## config.mk

```make
export PLATFORM = sky130hd
export DESIGN_NAME = nor_cmd_engine
export DESIGN_NICKNAME = d
export VERILOG_FILES = /design/src/rtl/nor_cmd_pkg.sv /design/src/rtl/nor_xfer_buf.sv /design/src/rtl/nor_cell_array.sv /design/src/rtl/nor_cmd_engine.sv
export SDC_FILE = /design/constraint.sdc
export NUM_CORES = 2
export LEC_CHECK = 0
export BUFFER_PORTS_ARGS = -buffer_cell sky130_fd_sc_hd__buf_2
export CORE_MARGIN = 4
export CORE_UTILIZATION = 48
export DETAILED_ROUTE_END_ITERATION = 6
export PLACE_DENSITY = 0.66
export SETUP_SLACK_MARGIN = 0.5
export SYNTH_ARGS = -nofsm -noshare
export SYNTH_HDL_FRONTEND = slang
export SYNTH_HIERARCHICAL = 1
export SYNTH_SLANG_ARGS = --single-unit
```

## constraint.sdc

```tcl
create_clock -name clk_i -period 3 [get_ports clk_i]
set_input_delay 0 -clock clk_i [delete_from_list [all_inputs] [get_ports clk_i]]
set_output_delay 0 -clock clk_i [all_outputs]
set_load 0.01 [all_outputs]
```

## src/rtl/nor_cmd_pkg.sv

```systemverilog
package nor_cmd_pkg;
  timeunit 1ns; timeprecision 1ps;

  typedef enum logic [2:0] {
    ST_IDLE,
    ST_FIXED,
    ST_VARLEN,
    ST_PROG,
    ST_READ,
    ST_RESP
  } nor_state_e;

  localparam logic [7:0] OP_WR_EN    = 8'h06;
  localparam logic [7:0] OP_WR_DIS   = 8'h04;
  localparam logic [7:0] OP_RD_STAT  = 8'h05;
  localparam logic [7:0] OP_WR_STAT  = 8'h01;
  localparam logic [7:0] OP_RD_FLAG  = 8'h70;
  localparam logic [7:0] OP_RD_ARR   = 8'h03;
  localparam logic [7:0] OP_PROG     = 8'h02;
  localparam logic [7:0] OP_SEC_ER   = 8'hD8;
  localparam logic [7:0] OP_CHIP_ER  = 8'hC7;
  localparam logic [7:0] OP_RD_ID    = 8'h9F;
  localparam logic [7:0] OP_ADDR4_ON = 8'hB7;
  localparam logic [7:0] OP_ADDR4_OFF= 8'hE9;
  localparam logic [7:0] OP_RD_SEG   = 8'hC8;
  localparam logic [7:0] OP_WR_SEG   = 8'hC5;
  localparam logic [7:0] OP_RST_ARM  = 8'h66;
  localparam logic [7:0] OP_RST_GO   = 8'h99;
endpackage

```

## src/rtl/nor_xfer_buf.sv

```systemverilog
module nor_xfer_buf #(
  parameter int DEPTH = 16,
  parameter int LD_N  = 3,
  localparam int IDX_W = $clog2(DEPTH),
  localparam int CNT_W = $clog2(DEPTH + 1)
) (
  input  logic                  clk_i,
  input  logic                  rst_ni,
  input  logic                  clr_i,
  input  logic                  push_i,
  input  logic [7:0]            push_data_i,
  input  logic                  load_i,
  input  logic [LD_N-1:0][7:0]  load_data_i,
  input  logic [CNT_W-1:0]      load_len_i,
  input  logic                  pop_i,
  output logic [7:0]            pop_data_o,
  output logic [CNT_W-1:0]      len_o,
  output logic [CNT_W-1:0]      pos_o,
  output logic                  full_o
);
  timeunit 1ns; timeprecision 1ps;

  logic [7:0]       mem_q [DEPTH];
  logic [CNT_W-1:0] len_q, pos_q;

  assign full_o     = (len_q == CNT_W'(DEPTH));
  assign len_o      = len_q;
  assign pos_o      = pos_q;
  assign pop_data_o = mem_q[pos_q[IDX_W-1:0]];

  always_ff @(posedge clk_i or negedge rst_ni) begin
    if (!rst_ni) begin
      len_q <= '0;
      pos_q <= '0;
      for (int i = 0; i < DEPTH; i++) mem_q[i] <= '0;
    end else if (load_i) begin
      for (int i = 0; i < LD_N; i++) mem_q[i] <= load_data_i[i];
      len_q <= load_len_i;
      pos_q <= '0;
    end else if (clr_i) begin
      len_q <= '0;
      pos_q <= '0;
    end else begin
      if (push_i && !full_o) begin
        mem_q[len_q[IDX_W-1:0]] <= push_data_i;
        len_q <= len_q + CNT_W'(1);
      end
      if (pop_i) pos_q <= pos_q + CNT_W'(1);
    end
  end


  no_overflow_chk: assert property (@(posedge clk_i) disable iff (!rst_ni)
    len_q <= CNT_W'(DEPTH));


  full_push_hold_chk: assert property (@(posedge clk_i) disable iff (!rst_ni)
    (push_i && full_o && !clr_i && !load_i) |=> (len_q == CNT_W'(DEPTH)));
endmodule

```

## src/rtl/nor_cell_array.sv

```systemverilog
module nor_cell_array #(
  parameter int BYTES       = 256,
  parameter bit EEPROM_MODE = 1'b0,
  localparam int AW = $clog2(BYTES)
) (
  input  logic          clk_i,
  input  logic          rst_ni,
  input  logic [AW-1:0] addr_i,
  input  logic          we_i,
  input  logic [7:0]    wdata_i,
  output logic [7:0]    rdata_o
);
  timeunit 1ns; timeprecision 1ps;

  logic [7:0] mem_q [BYTES];
  logic [7:0] wr_val;

  assign rdata_o = mem_q[addr_i];

  generate
    if (EEPROM_MODE) begin : g_overwrite
      assign wr_val = wdata_i;
    end else begin : g_clear_only
      assign wr_val = rdata_o & wdata_i;
    end
  endgenerate

  always_ff @(posedge clk_i or negedge rst_ni) begin
    if (!rst_ni) begin
      for (int i = 0; i < BYTES; i++) mem_q[i] <= 8'hFF;
    end else if (we_i) begin
      mem_q[addr_i] <= wr_val;
    end
  end

  generate
    if (!EEPROM_MODE) begin : g_prog_chk
      logic          chk_we_q;
      logic [AW-1:0] chk_addr_q;
      logic [7:0]    chk_old_q;
      always_ff @(posedge clk_i or negedge rst_ni) begin
        if (!rst_ni) begin
          chk_we_q   <= 1'b0;
          chk_addr_q <= '0;
          chk_old_q  <= 8'hFF;
        end else begin
          chk_we_q   <= we_i;
          chk_addr_q <= addr_i;
          chk_old_q  <= rdata_o;
        end
      end

      prog_no_set_chk: assert property (@(posedge clk_i) disable iff (!rst_ni)
        chk_we_q |-> ((mem_q[chk_addr_q] & ~chk_old_q) == 8'h00));
    end
  endgenerate
endmodule

```

## src/rtl/nor_cmd_engine.sv

```systemverilog
module nor_cmd_engine
  import nor_cmd_pkg::*;
#(
  parameter int          ARRAY_BYTES = 256,
  parameter int          BUF_DEPTH   = 16,
  parameter logic [23:0] ID_CODE     = 24'h5A_C3_17,
  parameter bit          EEPROM_MODE = 1'b0,
  localparam int AW    = $clog2(ARRAY_BYTES),
  localparam int CNT_W = $clog2(BUF_DEPTH + 1),
  localparam int LD_N  = 3
) (
  input  logic          clk_i,
  input  logic          rst_ni,
  input  logic          sel_i,
  input  logic          strb_i,
  input  logic [7:0]    din_i,
  output logic [7:0]    dout_o,
  output logic          erase_req_o,
  output logic          erase_all_o,
  output logic [AW-1:0] erase_addr_o
);
  timeunit 1ns; timeprecision 1ps;

  nor_state_e       st_q, st_d;
  logic [7:0]       op_q, op_d;
  logic [CNT_W-1:0] need_q, need_d;
  logic [AW-1:0]    addr_q, addr_d;
  logic [23:0]      shift_q, shift_d;
  logic             wel_q, wel_d, four_q, four_d, arm_q, arm_d;
  logic             mbit_q, mbit_d;
  logic [7:0]       seg_q, seg_d, dout_q, dout_d;
  logic             er_req_q, er_req_d, er_all_q, er_all_d;
  logic [AW-1:0]    er_addr_q, er_addr_d;

  logic             buf_clr, buf_push, buf_load, buf_pop, buf_full;
  logic [LD_N-1:0][7:0] ld_data;
  logic [CNT_W-1:0] ld_len, buf_len, buf_pos;
  logic [7:0]       buf_rd;
  logic [7:0]       arr_rd;
  logic             arr_we;
  logic [31:0]      shift_nxt;
  logic [AW-1:0]    coll_addr;
  logic [CNT_W-1:0] alen;
  logic             strobe;

  assign strobe    = sel_i && strb_i;
  assign alen      = four_q ? CNT_W'(4) : CNT_W'(3);
  assign shift_nxt = {shift_q, din_i};
  // 3-byte mode borrows the top address byte from the upper-address register
  assign coll_addr = AW'(four_q ? shift_nxt : {seg_q, shift_nxt[23:0]});
  assign arr_we    = strobe && (st_q == ST_PROG) && wel_q;

  nor_xfer_buf #(.DEPTH(BUF_DEPTH), .LD_N(LD_N)) u_buf (
    .clk_i       (clk_i),
    .rst_ni      (rst_ni),
    .clr_i       (buf_clr),
    .push_i      (buf_push),
    .push_data_i (din_i),
    .load_i      (buf_load),
    .load_data_i (ld_data),
    .load_len_i  (ld_len),
    .pop_i       (buf_pop),
    .pop_data_o  (buf_rd),
    .len_o       (buf_len),
    .pos_o       (buf_pos),
    .full_o      (buf_full)
  );

  nor_cell_array #(.BYTES(ARRAY_BYTES), .EEPROM_MODE(EEPROM_MODE)) u_arr (
    .clk_i   (clk_i),
    .rst_ni  (rst_ni),
    .addr_i  (addr_q),
    .we_i    (arr_we),
    .wdata_i (din_i),
    .rdata_o (arr_rd)
  );

  always_comb begin
    st_d      = st_q;
    op_d      = op_q;
    need_d    = need_q;
    addr_d    = addr_q;
    shift_d   = shift_q;
    wel_d     = wel_q;
    four_d    = four_q;
    arm_d     = arm_q;
    mbit_d    = mbit_q;
    seg_d     = seg_q;
    dout_d    = dout_q;
    er_req_d  = 1'b0;
    er_all_d  = er_all_q;
    er_addr_d = er_addr_q;
    buf_clr   = 1'b0;
    buf_push  = 1'b0;
    buf_load  = 1'b0;
    buf_pop   = 1'b0;
    ld_data   = '0;
    ld_len    = '0;

    if (!sel_i) begin
      if (st_q == ST_VARLEN) begin
        wel_d = 1'b0;
        if (buf_len >= CNT_W'(2)) four_d = mbit_q;
      end
      st_d    = ST_IDLE;
      buf_clr = 1'b1;
    end else if (strb_i) begin
      case (st_q)
        ST_IDLE: begin
          dout_d  = 8'h00;
          op_d    = din_i;
          shift_d = '0;
          buf_clr = 1'b1;
          if (din_i != OP_RST_GO) arm_d = 1'b0;
          case (din_i)
            OP_WR_EN:     wel_d = 1'b1;
            OP_WR_DIS:    wel_d = 1'b0;
            OP_RD_STAT: begin
              ld_data[0] = {6'b0, wel_q, 1'b0};
              ld_len     = CNT_W'(1);
              buf_load   = 1'b1;
              st_d       = ST_RESP;
            end
            OP_RD_FLAG: begin
              ld_data[0] = {1'b1, 6'b0, four_q};
              ld_len     = CNT_W'(1);
              buf_load   = 1'b1;
              st_d       = ST_RESP;
            end
            OP_RD_ID: begin
              ld_data[0] = ID_CODE[23:16];
              ld_data[1] = ID_CODE[15:8];
              ld_data[2] = ID_CODE[7:0];
              ld_len     = CNT_W'(3);
              buf_load   = 1'b1;
              st_d       = ST_RESP;
            end
            OP_RD_SEG: begin
              ld_data[0] = seg_q;
              ld_len     = CNT_W'(1);
              buf_load   = 1'b1;
              st_d       = ST_RESP;
            end
            OP_WR_SEG: begin
              if (wel_q) begin
                need_d = CNT_W'(1);
                st_d   = ST_FIXED;
              end
            end
            OP_RD_ARR, OP_PROG, OP_SEC_ER: begin
              need_d = alen;
              st_d   = ST_FIXED;
            end
            OP_CHIP_ER: begin
              if (wel_q) begin
                er_req_d  = 1'b1;
                er_all_d  = 1'b1;
                er_addr_d = '0;
              end
            end
            OP_ADDR4_ON:  four_d = 1'b1;
            OP_ADDR4_OFF: four_d = 1'b0;
            OP_RST_ARM:   arm_d  = 1'b1;
            OP_RST_GO: begin
              if (arm_q) begin
                wel_d  = 1'b0;
                four_d = 1'b0;
                seg_d  = 8'h00;
                arm_d  = 1'b0;
              end
            end
            OP_WR_STAT: begin
              if (wel_q) st_d = ST_VARLEN;
            end
            default: ;
          endcase
        end
        ST_FIXED, ST_VARLEN: begin
          dout_d = 8'h00;
          if (buf_full) begin
            buf_clr = 1'b1;
            st_d    = ST_IDLE;
          end else begin
            buf_push = 1'b1;
            shift_d  = shift_nxt[23:0];
            if (buf_len == CNT_W'(1)) mbit_d = din_i[5];
            if (st_q == ST_FIXED && (buf_len + CNT_W'(1)) == need_q) begin
              st_d = ST_IDLE;
              case (op_q)
                OP_RD_ARR: begin
                  addr_d = coll_addr;
                  st_d   = ST_READ;
                end
                OP_PROG: begin
                  addr_d = coll_addr;
                  st_d   = ST_PROG;
                end
                OP_SEC_ER: begin
                  if (wel_q) begin
                    er_req_d  = 1'b1;
                    er_all_d  = 1'b0;
                    er_addr_d = coll_addr;
                  end
                end
                OP_WR_SEG: seg_d = din_i;
                default: ;
              endcase
            end
          end
        end
        ST_PROG: begin
          dout_d = 8'h00;
          addr_d = addr_q + AW'(1);
        end
        ST_READ: begin
          dout_d = arr_rd;
          addr_d = addr_q + AW'(1);
        end
        ST_RESP: begin
          dout_d  = buf_rd;
          buf_pop = 1'b1;
          if ((buf_pos + CNT_W'(1)) == buf_len) st_d = ST_IDLE;
        end
        default: st_d = ST_IDLE;
      endcase
    end
  end

  always_ff @(posedge clk_i or negedge rst_ni) begin
    if (!rst_ni) begin
      st_q      <= ST_IDLE;
      op_q      <= 8'h00;
      need_q    <= '0;
      addr_q    <= '0;
      shift_q   <= '0;
      wel_q     <= 1'b0;
      four_q    <= 1'b0;
      arm_q     <= 1'b0;
      mbit_q    <= 1'b0;
      seg_q     <= 8'h00;
      dout_q    <= 8'h00;
      er_req_q  <= 1'b0;
      er_all_q  <= 1'b0;
      er_addr_q <= '0;
    end else begin
      st_q      <= st_d;
      op_q      <= op_d;
      need_q    <= need_d;
      addr_q    <= addr_d;
      shift_q   <= shift_d;
      wel_q     <= wel_d;
      four_q    <= four_d;
      arm_q     <= arm_d;
      mbit_q    <= mbit_d;
      seg_q     <= seg_d;
      dout_q    <= dout_d;
      er_req_q  <= er_req_d;
      er_all_q  <= er_all_d;
      er_addr_q <= er_addr_d;
    end
  end

  assign dout_o       = dout_q;
  assign erase_req_o  = er_req_q;
  assign erase_all_o  = er_all_q;
  assign erase_addr_o = er_addr_q;


  desel_idle_chk: assert property (@(posedge clk_i) disable iff (!rst_ni)
    !sel_i |=> (st_q == ST_IDLE));


  dout_hold_chk: assert property (@(posedge clk_i) disable iff (!rst_ni)
    !strobe |=> $stable(dout_q));


  erase_needs_wel_chk: assert property (@(posedge clk_i) disable iff (!rst_ni)
    erase_req_o |-> $past(wel_q));


  addr4_on_chk: assert property (@(posedge clk_i) disable iff (!rst_ni)
    (strobe && st_q == ST_IDLE && din_i == OP_ADDR4_ON) |=> four_q);


  rst_unarmed_chk: assert property (@(posedge clk_i) disable iff (!rst_ni)
    (strobe && st_q == ST_IDLE && din_i == OP_RST_GO && !arm_q)
      |=> (wel_q == $past(wel_q) && seg_q == $past(seg_q)));
endmodule

```

==> impl_summary.md <==
Global route
Entering global routing, the biggest net connects 153 pins. The initial antenna violation count is 11. The total grt overflow is 0. The global-route usage over all layers is 27.0%. The via count of the first global-routing pass came to 78409. The first global-routing pass estimated 482000 µm of wire.

Floorplanning
The starting utilization of the core area is 48.4%. The die width is 477 µm. The die height is 477 µm. The floorplan step defined a die boundary enclosing 227000 µm². Row generation in the floorplan step produced 171 rows.

The top-level port count is 30. The area inside the core boundary is 218000 µm².

Placed design
Once placement completed, the tool counted placed cells totaling 12476. The placed wire-length estimate is 203000 µm. The number of input and output port buffers inserted is 29. Prior to clock tree synthesis, the placed netlist has a worst setup slack of -0.705 ns. The routability-driven placement congestion ratio is 0.905.

Clock network
The number of CTS-inserted buffers is 223. In this run the number of H-tree levels came out at 4. The clock passes through at most 3 buffers.

The clock insertion delay at the later pin of the skew report is 0.91 ns. The number of clock sinks seen by CTS is 2238. The cell sitting at the root of the clock tree is a sky130_fd_sc_hd__clkbuf_16. After clock tree synthesis, the clock-pin slew on the worst setup and hold paths is 0.06 ns. TritonCTS built the clock tree.

Cells and area
The count of cells in the finished layout, fillers not included, comes to 13060. The net total in the final layout is 10041. In the final layout, the share of cells above drive strength 1 is 37.7%.

Relative to the synthesized area, the layout overhead comes to 18.3%. Cells fill 57.3% of the core in the end.

Timing
The minimum hold slack is 0.0744 ns. For the finished layout, the period the worst path requires is 3.51 ns. Adding up every negative setup slack in the final design gives -641.02 ns. The count of final max-slew check failures was 0. Static timing analysis puts the maximum clock frequency at 0.285 GHz. Across all setup checks in the final design, the least slack found is -0.508 ns.

The remaining max-slew budget at the tightest pin is 35.7%. At the pin with the least slew margin, the transition time is 0.962 ns. After layout, the worst path uses 117% of the clock period. For the final database, setup skew stands at 0.0821 ns.

The total setup violations reported at the end of the flow is 2060. The final-report hold violation count is 0. Setup repair after global routing could not meet its margin everywhere.

Drt
The count of nets left with antenna violations once routing finished came out at 0. The mean routed wirelength per cell is 25.5 µm. The routed via count divided by cell count is 6.18. The final wirelength is 333000 µm. The number of DRC markers after the initial detailed-route iteration is 8414. The final routed DRC violation total is 19. The first detailed-routing pass ran for 7 iterations.

The via count is 80736.

Logic synthesis
After synthesis, flip-flops and latches occupy 55.5% of the total area. For this run, the leading register cell type out of synthesis is sky130_fd_sc_hd__dfstp_2. The number of enable flip-flop cells after synthesis is 0.

The number of distinct standard cells referenced by the synthesized netlist is 86. Of all flip-flops after synthesis, the portion carrying an async set or reset was 100%. The mean area per synthesized cell is 10.7 µm². The area share of the largest cell type after synthesis is 51.0%. In the post-synthesis netlist, the cell with the most instances is sky130_fd_sc_hd__nand2_1. The cell accounting for the most synthesized area is sky130_fd_sc_hd__dfstp_2. The synthesized cell area is 105000 µm². By area the synthesized netlist is led by sky130_fd_sc_hd__dfstp_2 51%, sky130_fd_sc_hd__nand2_1 8.8%, sky130_fd_sc_hd__o31ai_1 7.3%, sky130_fd_sc_hd__mux2i_1 6.1%, sky130_fd_sc_hd__o21ai_0 5.2%. In the synthesized netlist, the cells that appear most often are 2466 x sky130_fd_sc_hd__nand2_1, 2048 x sky130_fd_sc_hd__dfstp_2, 1096 x sky130_fd_sc_hd__o21ai_0. The number of synthesized register bits is 2238. After technology mapping, the gate count stands at 9832. For this run, the number of Yosys warnings is 6.

Worst setup path
The critical path is of the flop to flop type. STA puts the critical path data required time at 3.80 ns. Data on the critical path arrives at its endpoint at 4.31 ns. The highest net fanout along the worst path is 7.

The endpoint kind of the worst setup timing path is a flop. The register-to-register setup slack is -0.51 ns. Tracing the worst setup path back leads to its startpoint at addr_q[0]. The worst flop-to-flop path startpoint is addr_q[0].

Counting cells, the worst reg-to-reg path comes to 14. The worst setup path is launched from a flop. In this run the critical register-to-register path is captured at u_arr/mem_q[1377].

Run status
The final reports fail on DRC, setup timing. The flow ran to the end, but the final reports show violations.

Power
The static leakage power is 44.2 nW. The worst ir drop on vdd is 0.959 mV. The ratio of total power to cell area is 744 nW/µm².

Min path
The class of the worst hold path is primary input to asynchronous set/reset pin.

Run
The tool flagged a number of max-cap violations equal to 0.
[timing repair]
action,CTS,global route
gates cloned,15,69
hold buffers,18,0
setup buffers,36,34
pin swaps,20,43
setup endpoints to repair,2192,2199
hold endpoints to repair,925,0
gates resized for setup,118,269
[state kept, by name, indices dropped and copies added (netlist names), 8 cells and up]
signal        flops
erase_addr_o      8
u_buf/mem_q     128
op_q              8
seg_q             8
u_arr/mem_q    2048
addr_q            8
dout_o            8
[cells in the final DEF (no fill, tap or decap), drive strengths merged, types with 26 or more instances in the layout]
cell type  count
nor2          77
mux4         232
a21oi         32
o22ai         26
mux2         120
buf          818
and3          29
o21ai       1102
nand2       2470
dfstp       2048
nand3        175
nor3          26
clkinv        50
nand4         63
dfrtp        190
clkbuf       370
a221oi        56
o31ai       1025
inv           29
a22oi        275
mux2i        639
[metal layers]
metal	up-vias	global-route usage [%]	routed length, µm
met5	-	0	29
met2	3469	42.7	154000
met3	755	5.00	27400
met1	40730	36.9	136000
met4	6	10.4	15600
li1	35776	-	-
[how the worst max path moves through the flow]
stage          depth (start not counted)  slack (ns)                end
6_report                              14       -0.51  u_arr/mem_q[1377]
5_1_grt                               14       -0.57  u_arr/mem_q[1104]
4_1_cts                               14       -0.43          dout_o[4]
3_5_place_dp                          11       -0.70   u_arr/mem_q[704]
3_3_place_gp                          11       -0.69   u_arr/mem_q[744]
2_1_floorplan                         15       -0.02          dout_o[6]
[cell families after synthesis]
family | share of synthesized area, %
adders and majority gates | 0.128
other | 0.00356
AOI/OAI and AO/OA | 16.3
buffers and inverters | 3.99
DFF | 55.5
muxes | 12.3
and+or+nand+nor | 11.6
xor gates and xnor gates | 0.141
[power by group]
part / internal (mW) / switching [mW] / total [mW]
sequential: 30.5 / 0.261 / 30.8
clock: 17.2 / 12.4 / 29.6
combinational: 12.1 / 20.3 / 32.4
total: 59.8 / 33.0 / 92.8
[area by class of cell]
| cell class | instances | area, µm² |
|---|---|---|
| clock inverter | 84 | 1230 |
| tap | 2854 | 3570 |
| multi-input combinational | 6651 | 44000 |
| sequential | 2238 | 58600 |
| antenna | 3 | 7.51 |
| timing repair buffer | 887 | 10800 |
| fill | 17610 | 93000 |
| clock buffer | 325 | 6610 |
| inverter | 18 | 67.6 |
[worst max-delay path: stages (launching register included)]
cell	delay (ns)
sky130_fd_sc_hd__dfrtp_4	0.47
sky130_fd_sc_hd__buf_12	0.17
sky130_fd_sc_hd__buf_12	0.15
sky130_fd_sc_hd__buf_16	0.14
sky130_fd_sc_hd__mux4_2	0.53
sky130_fd_sc_hd__a22oi_1	0.37
sky130_fd_sc_hd__a41oi_2	0.21
sky130_fd_sc_hd__buf_6	0.19
sky130_fd_sc_hd__buf_6	0.12
sky130_fd_sc_hd__o41ai_4	0.34
sky130_fd_sc_hd__buf_6	0.20
sky130_fd_sc_hd__clkbuf_16	0.23
sky130_fd_sc_hd__buf_12	0.12
sky130_fd_sc_hd__buf_12	0.10
sky130_fd_sc_hd__o21ai_1	0.06
[metrics by stage]
| stage | power, mW | cell area [µm²] |
|---|---|---|
| floorplan | 46.1 | 106000 |
| global placement | 58.3 | 113000 |
| detailed placement | 58.6 | 113000 |
| CTS | 91.3 | 122000 |
| global route | 95.4 | 125000 |
| finish | 92.8 | 125000 |
Note: power is estimated with default switching activity, not from simulation.
